==> src/rtl/hport_pkg.sv <==
package hport_pkg;
  localparam int CSR_W  = 32;
  localparam int LINE_W = 2;
  localparam int SPD_W  = 2;
  localparam int TST_W  = 4;

  // Bit positions decoded by host software.
  localparam int P_CONN = 0;
  localparam int P_CDET = 1;
  localparam int P_EN   = 2;
  localparam int P_ECHG = 3;
  localparam int P_OCA  = 4;
  localparam int P_OCHG = 5;
  localparam int P_RESM = 6;
  localparam int P_SUSP = 7;
  localparam int P_PRST = 8;
  localparam int P_LINE = 10;
  localparam int P_PWR  = 12;
  localparam int P_TST  = 13;
  localparam int P_SPD  = 17;

  // Sticky change flags, in slot order.
  localparam int N_CHG   = 3;
  localparam int CHG_CON = 0;
  localparam int CHG_EN  = 1;
  localparam int CHG_OC  = 2;

  typedef struct packed {
    logic             resume;
    logic             suspend;
    logic             prst;
    logic             pwr;
    logic [TST_W-1:0] tst;
  } port_ctl_t;
endpackage

==> src/rtl/hport_w1c.sv <==
// Bank of sticky flags: hardware sets, software clears by writing one.
// A set in the same cycle as a clear leaves the flag set.
module hport_w1c #(
  parameter int W = 1
) (
  input  logic         clk,
  input  logic         rst,
  input  logic [W-1:0] set_i,
  input  logic [W-1:0] clr_i,
  output logic [W-1:0] q_o,
  output logic [W-1:0] nxt_o
);
  logic [W-1:0] q;

  always_comb nxt_o = (q & ~clr_i) | set_i;

  always_ff @(posedge clk) begin
    if (rst) q <= '0;
    else     q <= nxt_o;
  end

  assign q_o = q;
endmodule

==> src/rtl/hport_enable.sv <==
// Connection status and hardware-owned port enable.
module hport_enable (
  input  logic clk,
  input  logic rst,
  input  logic attach_i,
  input  logic detach_i,
  input  logic ovc_i,
  input  logic rst_fin_i,
  input  logic sw_clr_i,
  output logic conn_o,
  output logic en_o,
  output logic en_flip_o
);
  logic conn_q, conn_d;
  logic en_q, en_d;

  always_comb begin
    conn_d = conn_q;
    if (attach_i) conn_d = 1'b1;
    if (detach_i) conn_d = 1'b0;

    en_d = en_q;
    if (sw_clr_i || ovc_i || detach_i) en_d = 1'b0;
    if (rst_fin_i && conn_q && !detach_i && !ovc_i) en_d = 1'b1;
  end

  always_ff @(posedge clk) begin
    if (rst) begin
      conn_q <= 1'b0;
      en_q   <= 1'b0;
    end else begin
      conn_q <= conn_d;
      en_q   <= en_d;
    end
  end

  assign conn_o    = conn_q;
  assign en_o      = en_q;
  assign en_flip_o = en_d ^ en_q;
endmodule

==> src/rtl/hport_ctrl.sv <==
// Software control fields and captured status levels.
module hport_ctrl
  import hport_pkg::*;
(
  input  logic              clk,
  input  logic              rst,
  input  logic              we_i,
  input  port_ctl_t         wctl_i,
  input  logic              ovc_i,
  input  logic [LINE_W-1:0] line_i,
  input  logic [SPD_W-1:0]  spd_i,
  output port_ctl_t         ctl_o,
  output logic              ovc_o,
  output logic [LINE_W-1:0] line_o,
  output logic [SPD_W-1:0]  spd_o
);
  port_ctl_t         ctl_q;
  logic              ovc_q;
  logic [LINE_W-1:0] line_q;
  logic [SPD_W-1:0]  spd_q;

  always_ff @(posedge clk) begin
    if (rst) begin
      ctl_q  <= '0;
      ovc_q  <= 1'b0;
      line_q <= '0;
      spd_q  <= '0;
    end else begin
      if (we_i) ctl_q <= wctl_i;
      ovc_q  <= ovc_i;
      line_q <= line_i;
      spd_q  <= spd_i;
    end
  end

  assign ctl_o  = ctl_q;
  assign ovc_o  = ovc_q;
  assign line_o = line_q;
  assign spd_o  = spd_q;
endmodule

==> src/rtl/hport_csr.sv <==
module hport_csr
  import hport_pkg::*;
(
  input  logic              clk,
  input  logic              rst,
  input  logic              csr_we,
  input  logic [CSR_W-1:0]  csr_wdata,
  output logic [CSR_W-1:0]  csr_rdata,
  input  logic              conn_evt,
  input  logic              disc_evt,
  input  logic              ovc_lvl,
  input  logic              rst_done,
  input  logic [LINE_W-1:0] line_st,
  input  logic [SPD_W-1:0]  spd_code,
  output logic              port_rst_o,
  output logic              port_pwr_o,
  output logic              port_susp_o,
  output logic              port_resume_o,
  output logic [TST_W-1:0]  port_test_o,
  output logic              port_irq_o
);
  localparam int CHG_POS [N_CHG] = '{P_CDET, P_ECHG, P_OCHG};

  logic              conn, en, en_flip;
  logic              ovc_q;
  logic [LINE_W-1:0] line_q;
  logic [SPD_W-1:0]  spd_q;
  port_ctl_t         ctl, wctl;
  logic [N_CHG-1:0]  chg_set, chg_clr, chg_q, chg_nxt;
  logic              irq_q;
  logic              unused_wbits;

  assign unused_wbits = ^{csr_wdata[CSR_W-1:P_SPD], csr_wdata[P_LINE+LINE_W-1:P_PRST+1],
                          csr_wdata[P_OCA], csr_wdata[P_CONN]};

  assign wctl.resume  = csr_wdata[P_RESM];
  assign wctl.suspend = csr_wdata[P_SUSP];
  assign wctl.prst    = csr_wdata[P_PRST];
  assign wctl.pwr     = csr_wdata[P_PWR];
  assign wctl.tst     = csr_wdata[P_TST +: TST_W];

  hport_enable u_en (
    .clk       (clk),
    .rst       (rst),
    .attach_i  (conn_evt),
    .detach_i  (disc_evt),
    .ovc_i     (ovc_lvl),
    .rst_fin_i (rst_done),
    .sw_clr_i  (csr_we & csr_wdata[P_EN]),
    .conn_o    (conn),
    .en_o      (en),
    .en_flip_o (en_flip)
  );

  hport_ctrl u_ctl (
    .clk    (clk),
    .rst    (rst),
    .we_i   (csr_we),
    .wctl_i (wctl),
    .ovc_i  (ovc_lvl),
    .line_i (line_st),
    .spd_i  (spd_code),
    .ctl_o  (ctl),
    .ovc_o  (ovc_q),
    .line_o (line_q),
    .spd_o  (spd_q)
  );

  always_comb begin
    chg_set          = '0;
    chg_set[CHG_CON] = conn_evt;
    chg_set[CHG_EN]  = en_flip;
    chg_set[CHG_OC]  = ovc_lvl ^ ovc_q;
  end

  for (genvar i = 0; i < N_CHG; i++) begin : g_clr
    assign chg_clr[i] = csr_we & csr_wdata[CHG_POS[i]];
  end

  hport_w1c #(.W(N_CHG)) u_chg (
    .clk   (clk),
    .rst   (rst),
    .set_i (chg_set),
    .clr_i (chg_clr),
    .q_o   (chg_q),
    .nxt_o (chg_nxt)
  );

  always_ff @(posedge clk) begin
    if (rst) irq_q <= 1'b0;
    else     irq_q <= |chg_nxt;
  end

  always_comb begin
    csr_rdata                    = '0;
    csr_rdata[P_CONN]            = conn;
    csr_rdata[P_EN]              = en;
    csr_rdata[P_OCA]             = ovc_q;
    csr_rdata[P_RESM]            = ctl.resume;
    csr_rdata[P_SUSP]            = ctl.suspend;
    csr_rdata[P_PRST]            = ctl.prst;
    csr_rdata[P_PWR]             = ctl.pwr;
    csr_rdata[P_TST +: TST_W]    = ctl.tst;
    csr_rdata[P_LINE +: LINE_W]  = line_q;
    csr_rdata[P_SPD +: SPD_W]    = spd_q;
    for (int i = 0; i < N_CHG; i++) csr_rdata[CHG_POS[i]] = chg_q[i];
  end

  assign port_rst_o    = ctl.prst;
  assign port_pwr_o    = ctl.pwr;
  assign port_susp_o   = ctl.suspend;
  assign port_resume_o = ctl.resume;
  assign port_test_o   = ctl.tst;
  assign port_irq_o    = irq_q;
endmodule

==> config.mk <==
export PLATFORM = sky130hd
export DESIGN_NAME = hport_csr
export DESIGN_NICKNAME = d
export VERILOG_FILES = /design/src/rtl/hport_pkg.sv /design/src/rtl/hport_w1c.sv /design/src/rtl/hport_enable.sv /design/src/rtl/hport_ctrl.sv /design/src/rtl/hport_csr.sv
export SDC_FILE = /design/constraint.sdc
export NUM_CORES = 1
export LEC_CHECK = 0
export CORE_MARGIN = 2
export CORE_UTILIZATION = 32
export CTS_CLUSTER_DIAMETER = 200
export DETAILED_ROUTE_END_ITERATION = 10
export PLACE_DENSITY_LB_ADDON = 0.15
export RECOVER_POWER = 25
export SLEW_MARGIN = 20
export SYNTH_ARGS = -nofsm -noshare
export SYNTH_HDL_FRONTEND = slang
export SYNTH_SLANG_ARGS = --single-unit
export TNS_END_PERCENT = 50
==> constraint.sdc <==
create_clock -name clk -period 2.2 [get_ports clk]
set_input_delay 0.44 -clock clk [delete_from_list [all_inputs] [get_ports clk]]
set_output_delay 0.44 -clock clk [all_outputs]
set_load 0.02 [all_outputs]
==> metrics.md, run 1 <==
| Metric | Value |
|---|---|
| Status | `completed` |
| Tmin final | `between 1.5 and 2 ns` |
| GPL Wtd Cong | `0.724` |
| Simple-Gate Fraction of Synth Area | `13.6%` |
| Max_cap viols | `0` |
| EDFF count, synth | `0` |
| Wire per inst | `~11 um` |
| GRT Overall Usage | `between 10% and 20%` |
| Average cell area after synthesis | `9.68 um^2` |
| Routed Antenna Nets | `0` |
| Worst path arrival time | `1.30 ns` |
| Post-synth ARST share | `0%` |
| Synth-to-layout area growth | `46.1%` |
| Largest net degree at the start of global routing | `11` |
| CTS Root Cell | `clkbuf_4` |
| Final setup fails | `0` |
| Xor/xnor share of the synthesized area | `0.983%` |
| HP Start | `u_en.en_o` |
| Post-DR vias/cell | `4.25` |
| Detailed Route WL | `1.80 mm` |
| Fin cells | `164` |
| Final setup TNS | `0 ns` |
| DIE WIDTH | `56.8 um` |
| # fillers | `278` |
| Startpoint Class | `register` |
| Inst Count DP | `160` |
| Largest family of logic cells by synthesized area | `buffers and inverters` |
| Post-CTS Setup Inserts | `0` |
| Share of the synthesized area in the top cell type | `42.7%` |
| Worst r2r src | `u_chg.q_o[2]` |
| Drt pass-1 iters | `2` |
| Max H-tree Level | `1` |
| Port bufs | `49` |
| Initial antenna violation count | `0` |
| CTS tree | `yes` |
| Main flop type after synthesis | `dfxtp_1` |
| Core area | `around 0.0027 mm^2` |
| First-pass GRT wire length | `~2.9 mm` |
| Nets | `approximately 180` |
| Worst hold path type | `register to register` |
| Sequential cell area | `380 um^2` |
| Synth Area in Compound Gates | `approximately 9%` |
| Vias | `about 700` |
| Crit. Startpoint | `u_en.conn_o` |
| Post-CTS Hold Buffers | `0` |
| GRT overflow | `0` |
| Power consumption | `0.751 mW` |
| Worst Hold Depth | `2` |
| CTS resizes | `0` |
| Mapped Area | `approximately 890 um^2` |
| Ant diodes | `0` |
| Mux contribution to synthesized area | `8.99%` |
| RSZ-0062 raised after global routing | `false` |
| Die Y | `56.8 um` |
| Clock sinks | `19` |
| Fin crit share | `around 79%` |
| Vias in the first global route | `670` |
| Yosys warns | `0` |
| Mapped Cells | `92` |
| Slowest CP cell | `clkdlybuf4s50_1` |
| WP depth | `1` |
| Clock buffer depth | `2` |
| Hpwl dp | `1.43 mm` |
| First-iteration detailed-routing DRC count | `2` |
| Pre-CTS setup slack | `0.325 ns` |
| Crit path largest cell delay | `0.62 ns` |
| VDD IR-drop max | `0.292 mV` |
| Setup crit end kind | `primary output` |
| Crit path kind | `register to primary output` |
| Worst-path cell chain | `clkdlybuf4s50_1` |
| WP data required | `1.76 ns` |
| Synthesized flop and latch total | `19` |
| Clock transition at the registers of the reported paths | `0.11 ns` |
| Drc violations | `0` |
| Crit path buf inv count | `1` |
| Skew final | `0.00140 ns` |
| Netlist cell types | `21` |
| Setup WS post-layout | `0.463 ns` |
| Fmax | `576 MHz` |
| Fin. Hold Viols | `0` |
| Cell accounting for the most synthesized area | `dfxtp_1` |
| Layout cells sized above 1 | `5.26%` |
| Starting Density | `between 30% and 40%` |
| Top-Level Pins | `84` |
| Crit path max fanout | `4` |
| Synth Area in Adders | `0%` |
| Worst reg2reg path depth | `3` |
| Seq/Total Area, Yosys | `42.7%` |
| CTS buffer count | `3` |
| Largest cells by area after synthesis | `dfxtp_1, buf_4, mux2i_1` |
| FP Rows | `19` |
| P per Cell Area | `between 500 and 600 mW/mm^2` |
| Worst skew pair latency | `between 0.2 and 0.3 ns` |
| Area of the multi-input gates | `343 um^2` |
| Static Leak | `~0.54 nW` |
| Max Transition Viols Final | `0` |
| Top Family by Delay on Critical Path | `buffers and inverters` |
| Die area | `0.00322 mm^2` |
| Fin Hold WS | `0.508 ns` |
-- cell type report --
type | count | share of cell area, %
clock buffer | 4 | 2.02
sequential | 19 | 29.2
multi-input combinational | 56 | 26.3
inverter | 2 | 0.577
tap | 31 | 2.98
timing repair buffer | 52 | 38.8
-- where the power goes --
group	switching, mW	internal (mW)	leakage, nW
sequential	0.0104	0.364	0.157
combinational	0.100	0.0996	0.368
clock	0.106	0.0704	0.0150
total	0.217	0.534	0.540
-- flip-flops by register name, indices dropped and copies added, names as in the netlist --
register,flops
u_ctl.line_o,2
u_chg.q_o,3
u_en.en_o,1
u_ctl.spd_o,2
u_ctl.ovc_o,1
u_ctl.ctl_o,8
u_en.conn_o,1
port_irq_o,1
-- cells in the final DEF, fill, tap and decap left out, drive strengths merged --
master,netlist,layout
a21boi,3,3
o311ai,1,1
clkbuf,0,6
a311oi,1,1
conb,1,14
o31ai,1,1
mux2i,8,8
nor2,13,13
dfxtp,19,19
buf,28,1
nor2b,5,5
xor2,1,1
nor3,2,2
dlygate4sd3,0,2
inv,2,2
clkdlybuf4s50,0,47
and3b,1,1
nand2,4,4
o41ai,1,1
a32oi,1,1
-- metal layers --
| metal | global-route usage (%) | up-vias | share of wire, % |
|---|---|---|---|
| met5 | 0 | - | 0 |
| met4 | 4.98 | 0 | 1.4 |
| met3 | 3.23 | 4 | 10 |
| met2 | 17.3 | 39 | 44 |
| met1 | 14.6 | 311 | 45 |
| li1 | - | 343 | - |
-- synthesized netlist by cell type, types with 2 or more instances --
cell type and instances:
a21boi_1 2, nor2b_1 5, inv_1 2, mux2i_1 8, buf_2 2, nor2_1 13
nand2_1 3, dfxtp_1 19, buf_4 25, nor3_1 2
-- final timing paths --
| kind | endpoint | slack (ns) |
|---|---|---|
| setup / recovery | csr_rdata[0] | 0.46 |
| hold / removal | u_en.en_o | 0.51 |
| setup reg to reg | port_irq_o | 1.12 |
| hold reg to reg | u_en.en_o | 0.51 |
-- kinds of logic after synthesis --
family | Yosys count
buffers and inverters | 30
and+or+nand+nor | 25
DFF | 19
AOI/OAI and AO/OA | 8
muxes | 8
xor gates and xnor gates | 1
other | 1
-- metrics by stage --
stage / util (%) / cell area [um^2]
6_report: 48.0 / 1300
5_1_grt: 48.0 / 1300
4_1_cts: 48.3 / 1310
3_5_place_dp: 47.3 / 1280
3_3_place_gp: 47.3 / 1280
2_1_floorplan: - / 940
-- worst register-to-register path, cell delays in order (launching register included) --
cell,delay [ns]
dfxtp_1,0.32
a21boi_1,0.14
o41ai_2,0.34
o311ai_1,0.15
(Power assumes the default switching activity.)
==> run 2, diff against run 1 <==
--- a/config.mk
+++ b/config.mk
@@ -6,7 +6,7 @@
 export NUM_CORES = 1
 export LEC_CHECK = 0
 export CORE_MARGIN = 2
-export CORE_UTILIZATION = 32
+export CORE_UTILIZATION = 27
 export CTS_CLUSTER_DIAMETER = 200
 export DETAILED_ROUTE_END_ITERATION = 10
 export PLACE_DENSITY_LB_ADDON = 0.15
==> constraint.sdc (replaced) <==
create_clock -name clk -period 1.5 [get_ports clk]
set_input_delay 0.3 -clock clk [delete_from_list [all_inputs] [get_ports clk]]
set_output_delay 0.3 -clock clk [all_outputs]
set_load 0.02 [all_outputs]
==> run 2 against run 1 <==
  * Clock skew rose by 0.0060 ns
  * Utilization fell by 5.6 points
  * Register-to-register slack got worse by 0.68 ns
  * Critical endpoint is now port_irq_o
  * Largest cell class unchanged
==> metrics.md, run 2 (synthesized netlist as in run 1, its figures left out) <==
| Metric | Value |
|---|---|
| Ant diodes | `0 (unchanged)` |
| GPL Wtd Cong | `0.719 (-0.66%)` |
| Layout cells sized above 1 | `8.76% (+3.5 points)` |
| Fin. Hold Viols | `0 (unchanged)` |
| Initial antenna violation count | `0 (unchanged)` |
| Final setup fails | `0 (unchanged)` |
| Placement Cell Area | `0.00133 mm^2 (+3.6%)` |
| Worst path arrival time | `1.51 ns (+0.21 ns)` |
| Status | `completed` |
| Drt pass-1 iters | `4 (+2)` |
| Static Leak | `0.657 nW (+22%)` |
| Wire per inst | `9.65 um (-12%)` |
| VDD IR-drop max | `0.539 mV (+84%)` |
| Synth-to-layout area growth | `47.6%` |
| Worst reg2reg path depth | `3 (unchanged)` |
| Worst skew pair latency | `0.29 ns (about the same)` |
| Detailed Route WL | `1.75 mm (-3.0%)` |
| Post-DR vias/cell | `3.87 (-8.9%)` |
| P per Cell Area | `815 mW/mm^2 (+41%)` |
| GRT overflow | `0 (unchanged)` |
| Power consumption | `1.07 mW (+43%)` |
| Most frequent cells in the layout | `dlygate4sd2_1, clkdlybuf4s50_1, dfxtp_1` |
| Pre-CTS setup slack | `-0.127 ns (-0.452 ns)` |
| Clock transition at the registers of the reported paths | `0.11 ns (about the same)` |
| Port bufs | `49 (unchanged)` |
| RSZ-0062 raised after global routing | `false` |
| Crit path kind | `input port to register` |
| Setup crit end kind | `register` |
| Vias | `701 (+0.57%)` |
| R2r endpoint | `port_irq_o` |
| Crit path max fanout | `5 (+1)` |
| WP data required | `1.67 ns (-0.09 ns)` |
| Crit. Startpoint | `csr_we` |
| End of the critical path | `port_irq_o` |
| Met1 WL | `714 um (-11%)` |
| Top Layer Used | `met3` |
| Fmax | `746 MHz` |
| Max_cap viols | `0 (unchanged)` |
| Max Transition Viols Final | `0 (unchanged)` |
| Setup WS post-layout | `0.160 ns (-0.303 ns)` |
| Worst r2r src | `u_chg.q_o[2]` |
| FP Rows | `20 (+1)` |
| DIE WIDTH | `61.4 um (+8.2%)` |
| Die area | `0.00377 mm^2 (+17%)` |
| GRT Overall Usage | `9.06% (-2.2 points)` |
| First-iteration detailed-routing DRC count | `12 (+10)` |
| CTS Root Cell | `clkbuf_4` |
| Fin crit share | `between 80% and 90%` |
| Fin Hold WS | `0.503 ns (-0.00550 ns)` |
| Worst hold path type | `register to register` |
| Top-Level Pins | `84 (unchanged)` |
| First-pass GRT wire length | `2.51 mm (-13%)` |
| Max reg flops | `8 (unchanged)` |
| Skew final | `0.00738 ns (+0.00599 ns)` |
| Final setup TNS | `0 ns (unchanged)` |
| CTS tree | `yes` |
| CTS buffer count | `3 (unchanged)` |
| Startpoint Class | `input port` |
| Die Y | `61.4 um (+8.2%)` |
| WL met3 | `290 um (+56%)` |
| Drc violations | `0 (unchanged)` |
| Routed Antenna Nets | `0 (unchanged)` |
| Tmin final | `roughly 1.3 ns` |
| Core area | `0.00310 mm^2 (+14%)` |
| Fin cells | `181 (+10%)` |
| Metal2 WL | `742 um (-5.6%)` |
| Hpwl dp | `1.44 mm (+0.29%)` |
| Inst Count DP | `177 (+11%)` |
| Max H-tree Level | `1 (unchanged)` |
| Vias in the first global route | `629 (-6.1%)` |
| Starting Density | `28.7% (-4.2 points)` |
| Fin util | `42.4% (-5.6 points)` |
| Largest net degree at the start of global routing | `12 (+1)` |
| Nets | `181 (+2.3%)` |
| Clock sinks | `19 (unchanged)` |
| Design area | `0.00132 mm^2 (+1.1%)` |
| Clock buffer depth | `2 (unchanged)` |
| Most common cell after layout, fill and taps aside | `dlygate4sd2_1` |
| Setup slack, reg-to-reg | `0.44 ns (-0.68 ns)` |
[run 2: cell types whose count changed in the layout (fill, tap and decap cells not counted)]
cell | before | now
dlygate4sd2_1 | 0 | 27
clkbuf_2 | 0 | 1
clkdlybuf4s50_1 | 47 | 21
a21boi_1 | 1 | 0
a21boi_0 | 2 | 3
dlygate4sd3_1 | 2 | 1
clkbuf_1 | 3 | 2
buf_4 | 1 | 5
[run 2: area by class of cell]
class,count,area (um^2)
clock buffers,4,26.3
flip-flops and latches,19,380
multi-input cells,56,343
inverters,2,7.51
repair buffers,56,503
fillers,344,1790
well taps,44,55.1
[run 2: worst min-delay path by stage]
| stage | from | endpoint | slack [ns] | cells after the start |
|---|---|---|---|---|
| 2_1_floorplan | disc_evt | u_en.conn_o | 0.38 | 1 |
| 6_report | u_en.en_o | u_en.en_o | 0.50 | 2 |
| 5_1_grt | u_en.en_o | u_en.en_o | 0.54 | 2 |
| 4_1_cts | u_en.en_o | u_en.en_o | 0.50 | 2 |
| 3_5_place_dp | u_en.en_o | u_en.en_o | 0.48 | 2 |
| 3_3_place_gp | u_en.en_o | u_en.en_o | 0.47 | 2 |
[run 2: timing repair]
| item | CTS | global route |
|---|---|---|
| gates resized for setup | 27 | 0 |
| hold buffers | 0 | 0 |
| buffers inserted | 0 | 0 |
| endpoints found under the setup margin | 27 | 0 |
[run 2: critical path, cell delays in order]
cell and delay (ns):
clkdlybuf4s50_1 0.56, a21boi_0 0.17, o41ai_2 0.35, o311ai_1 0.13
[run 2: power breakdown]
group	switching (mW)	internal, mW
logic	0.148	0.124
clock network	0.150	0.103
registers	0.0128	0.533
[run 2: metal layers]
metal	global-route usage [%]	vias to the layer above
met5	0	-
met4	1.82	0
met3	5.04	0
met2	15.0	48
met1	10.3	301
li1	-	352
==> run 3, diff against run 2 <==
==> constraint.sdc (replaced) <==
create_clock -name clk -period 1.15 [get_ports clk]
set_input_delay 0.23 -clock clk [delete_from_list [all_inputs] [get_ports clk]]
set_output_delay 0.23 -clock clk [all_outputs]
set_load 0.02 [all_outputs]
==> run 3 against run 2 <==
  * Register-to-register slack lost 0.36 ns
  * Combinational power grew 37%
  * Critical path depth is the same
  * Highest routed layer is now met4
  * Utilization shrank 0.44 points
  * Global-route usage grew 0.48 points
  * Routed wire length grew 10%
  * Total power grew 33%
==> metrics.md, run 3 (synthesized netlist as in run 1, its figures left out) <==
| Metric | Value |
|---|---|
| Status | `completed` |
| Nets | `186 (+2.8%)` |
| First-pass GRT wire length | `2.59 mm (+3.0%)` |
| Final setup TNS | `0 ns (unchanged)` |
| Setup WS post-layout | `0.0505 ns (-0.110 ns)` |
| FP Rows | `20 (unchanged)` |
| CTS tree | `yes` |
| Drt pass-1 iters | `3 (-1)` |
| Max H-tree Level | `1 (unchanged)` |
| Setup crit end kind | `register` |
| Largest net degree at the start of global routing | `17 (+5)` |
| Fmax | `910 MHz` |
| WL met3 | `235 um (-19%)` |
| Metal2 WL | `873 um (+18%)` |
| Fin. Hold Viols | `0 (unchanged)` |
| Crit path largest cell delay | `0.50 ns (-0.06 ns)` |
| Inst Count DP | `183 (+3.4%)` |
| Drc violations | `0 (unchanged)` |
| Worst-path cell chain | `clkdlybuf4s50_1, a21boi_4, o41ai_2, o311ai_1` |
| Ant diodes | `0 (unchanged)` |
| Starting Density | `28.7% (unchanged)` |
| Pre-CTS setup slack | `-0.322 ns (-0.196 ns)` |
| Post-CTS Hold Buffers | `0 (unchanged)` |
| Fin util | `41.9% (-0.44 points)` |
| Crit. Startpoint | `csr_wdata[5]` |
| Worst path arrival time | `1.29 ns (-0.22 ns)` |
| Top Layer Used | `met4` |
| Skew final | `0.0149 ns (+0.00752 ns)` |
| WP data required | `1.34 ns (-0.33 ns)` |
| Crit path kind | `input port to register` |
| Most frequent cells in the layout | `buf_2, clkdlybuf4s50_1, dfxtp_1` |
| Max_cap viols | `0 (unchanged)` |
| Clock buffer depth | `2 (unchanged)` |
| Core area | `0.00310 mm^2 (unchanged)` |
| Worst r2r src | `u_chg.q_o[2]` |
| Die Y | `61.4 um (unchanged)` |
| Met1 WL | `800 um (+12%)` |
| DIE WIDTH | `61.4 um (unchanged)` |
| Most common cell after layout, fill and taps aside | `buf_2` |
| # fillers | `368 (+7.0%)` |
| Routed Antenna Nets | `0 (unchanged)` |
| Max Transition Viols Final | `0 (unchanged)` |
| First-iteration detailed-routing DRC count | `11 (-1)` |
| Wire per inst | `10.3 um (+7.2%)` |
| Layout cells sized above 1 | `35.9% (+27 points)` |
| GRT overflow | `0 (unchanged)` |
| Vias in the first global route | `667 (+6.0%)` |
| VDD IR-drop max | `0.642 mV (+19%)` |
| GRT Overall Usage | `9.53% (+0.48 points)` |
| Clock transition at the registers of the reported paths | `0.12 ns (about the same)` |
| Synth-to-layout area growth | `46.1%` |
| HP Start | `ovc_lvl` |
| Fin cells | `186 (+2.8%)` |
| Tmin final | `1.10 ns` |
| Crit path max fanout | `2 (-3)` |
| Static Leak | `0.662 nW (+0.73%)` |
| Vias | `722 (+3.0%)` |
| Worst hold path type | `input port to register` |
| Port bufs | `49 (unchanged)` |
| GPL Wtd Cong | `0.737 (+2.5%)` |
| Fin crit share | `95.6%` |
| CTS Root Cell | `clkbuf_4` |
| Top-Level Pins | `84 (unchanged)` |
| Power consumption | `1.42 mW (+33%)` |
| P per Cell Area | `1090 mW/mm^2 (+34%)` |
| Detailed Route WL | `1.92 mm (+10%)` |
| Max reg flops | `8 (unchanged)` |
| Slowest CP cell | `clkdlybuf4s50_1` |
| Initial antenna violation count | `0 (unchanged)` |
| Die area | `0.00377 mm^2 (unchanged)` |
| Startpoint Class | `input port` |
| Post-DR vias/cell | `3.88 (+0.23%)` |
| Clock sinks | `19 (unchanged)` |
| Hpwl dp | `1.51 mm (+5.0%)` |
| CTS buffer count | `3 (unchanged)` |
| Final setup fails | `0 (unchanged)` |
| Worst skew pair latency | `0.30 ns (about the same)` |
==> run 3: changes by cell type in the layout (fill, tap and decap cells not counted), sizes merged <==
cell / previous run / this run
buf: 5 / 38
dlygate4sd2: 27 / 0
clkbuf: 6 / 4
clkdlybuf4s50: 21 / 19
dlymetal6s2s: 0 / 2
clkinv: 0 / 1
==> run 3: cell type report <==
class | instances | area, um^2 | share of cell area, %
Sequential cell | 19 | 383 | 29.4
Timing Repair Buffer | 61 | 460 | 35.4
Inverter | 2 | 7.51 | 0.577
Multi-Input combinational cell | 56 | 368 | 28.3
Clock buffer | 3 | 22.5 | 1.73
Tap cell | 44 | 55.1 | 4.23
Clock inverter | 1 | 5.00 | 0.385
==> run 3: worst paths after layout <==
path,endpoint,slack (ns),cells after the start
hold reg to reg,u_ctl.ctl_o[6],0.52,2
setup reg to reg,port_irq_o,0.08,3
setup / recovery,port_irq_o,0.05,4
hold / removal,u_chg.q_o[2],0.34,4
==> run 3: critical path, delay by kind of cell <==
kind,cells,cell delay (ns)
AO/OA/AOI/OAI,3,0.56
buffers and inverters,1,0.50
==> run 3: metal layers <==
metal	vias up	global-route usage (%)
met5	-	0
met4	0	1.82
li1	360	-
met1	313	9.30
met3	2	5.04
met2	47	17.9
==> run 3: repair_timing <==
item	in CTS	in global routing
cloned	0	0
setup endpoints to repair	28	11
pin swaps	0	2
gates resized for setup	102	15
buffers inserted	0	1
==> run 3: where the power goes <==
| part | switching (mW) | internal, mW |
|---|---|---|
| Sequential | 0.0170 | 0.697 |
| Clock | 0.207 | 0.129 |
| Combinational | 0.203 | 0.169 |
==> run 3: stage by stage <==
stage / cell area [um^2] / hold WS [ns]
5_1_grt: 1300 / 0.333
2_1_floorplan: 940 / 0.309
4_1_cts: 1320 / 0.445
3_5_place_dp: 1390 / 0.510
3_3_place_gp: 1390 / 0.499
6_report: 1300 / 0.341
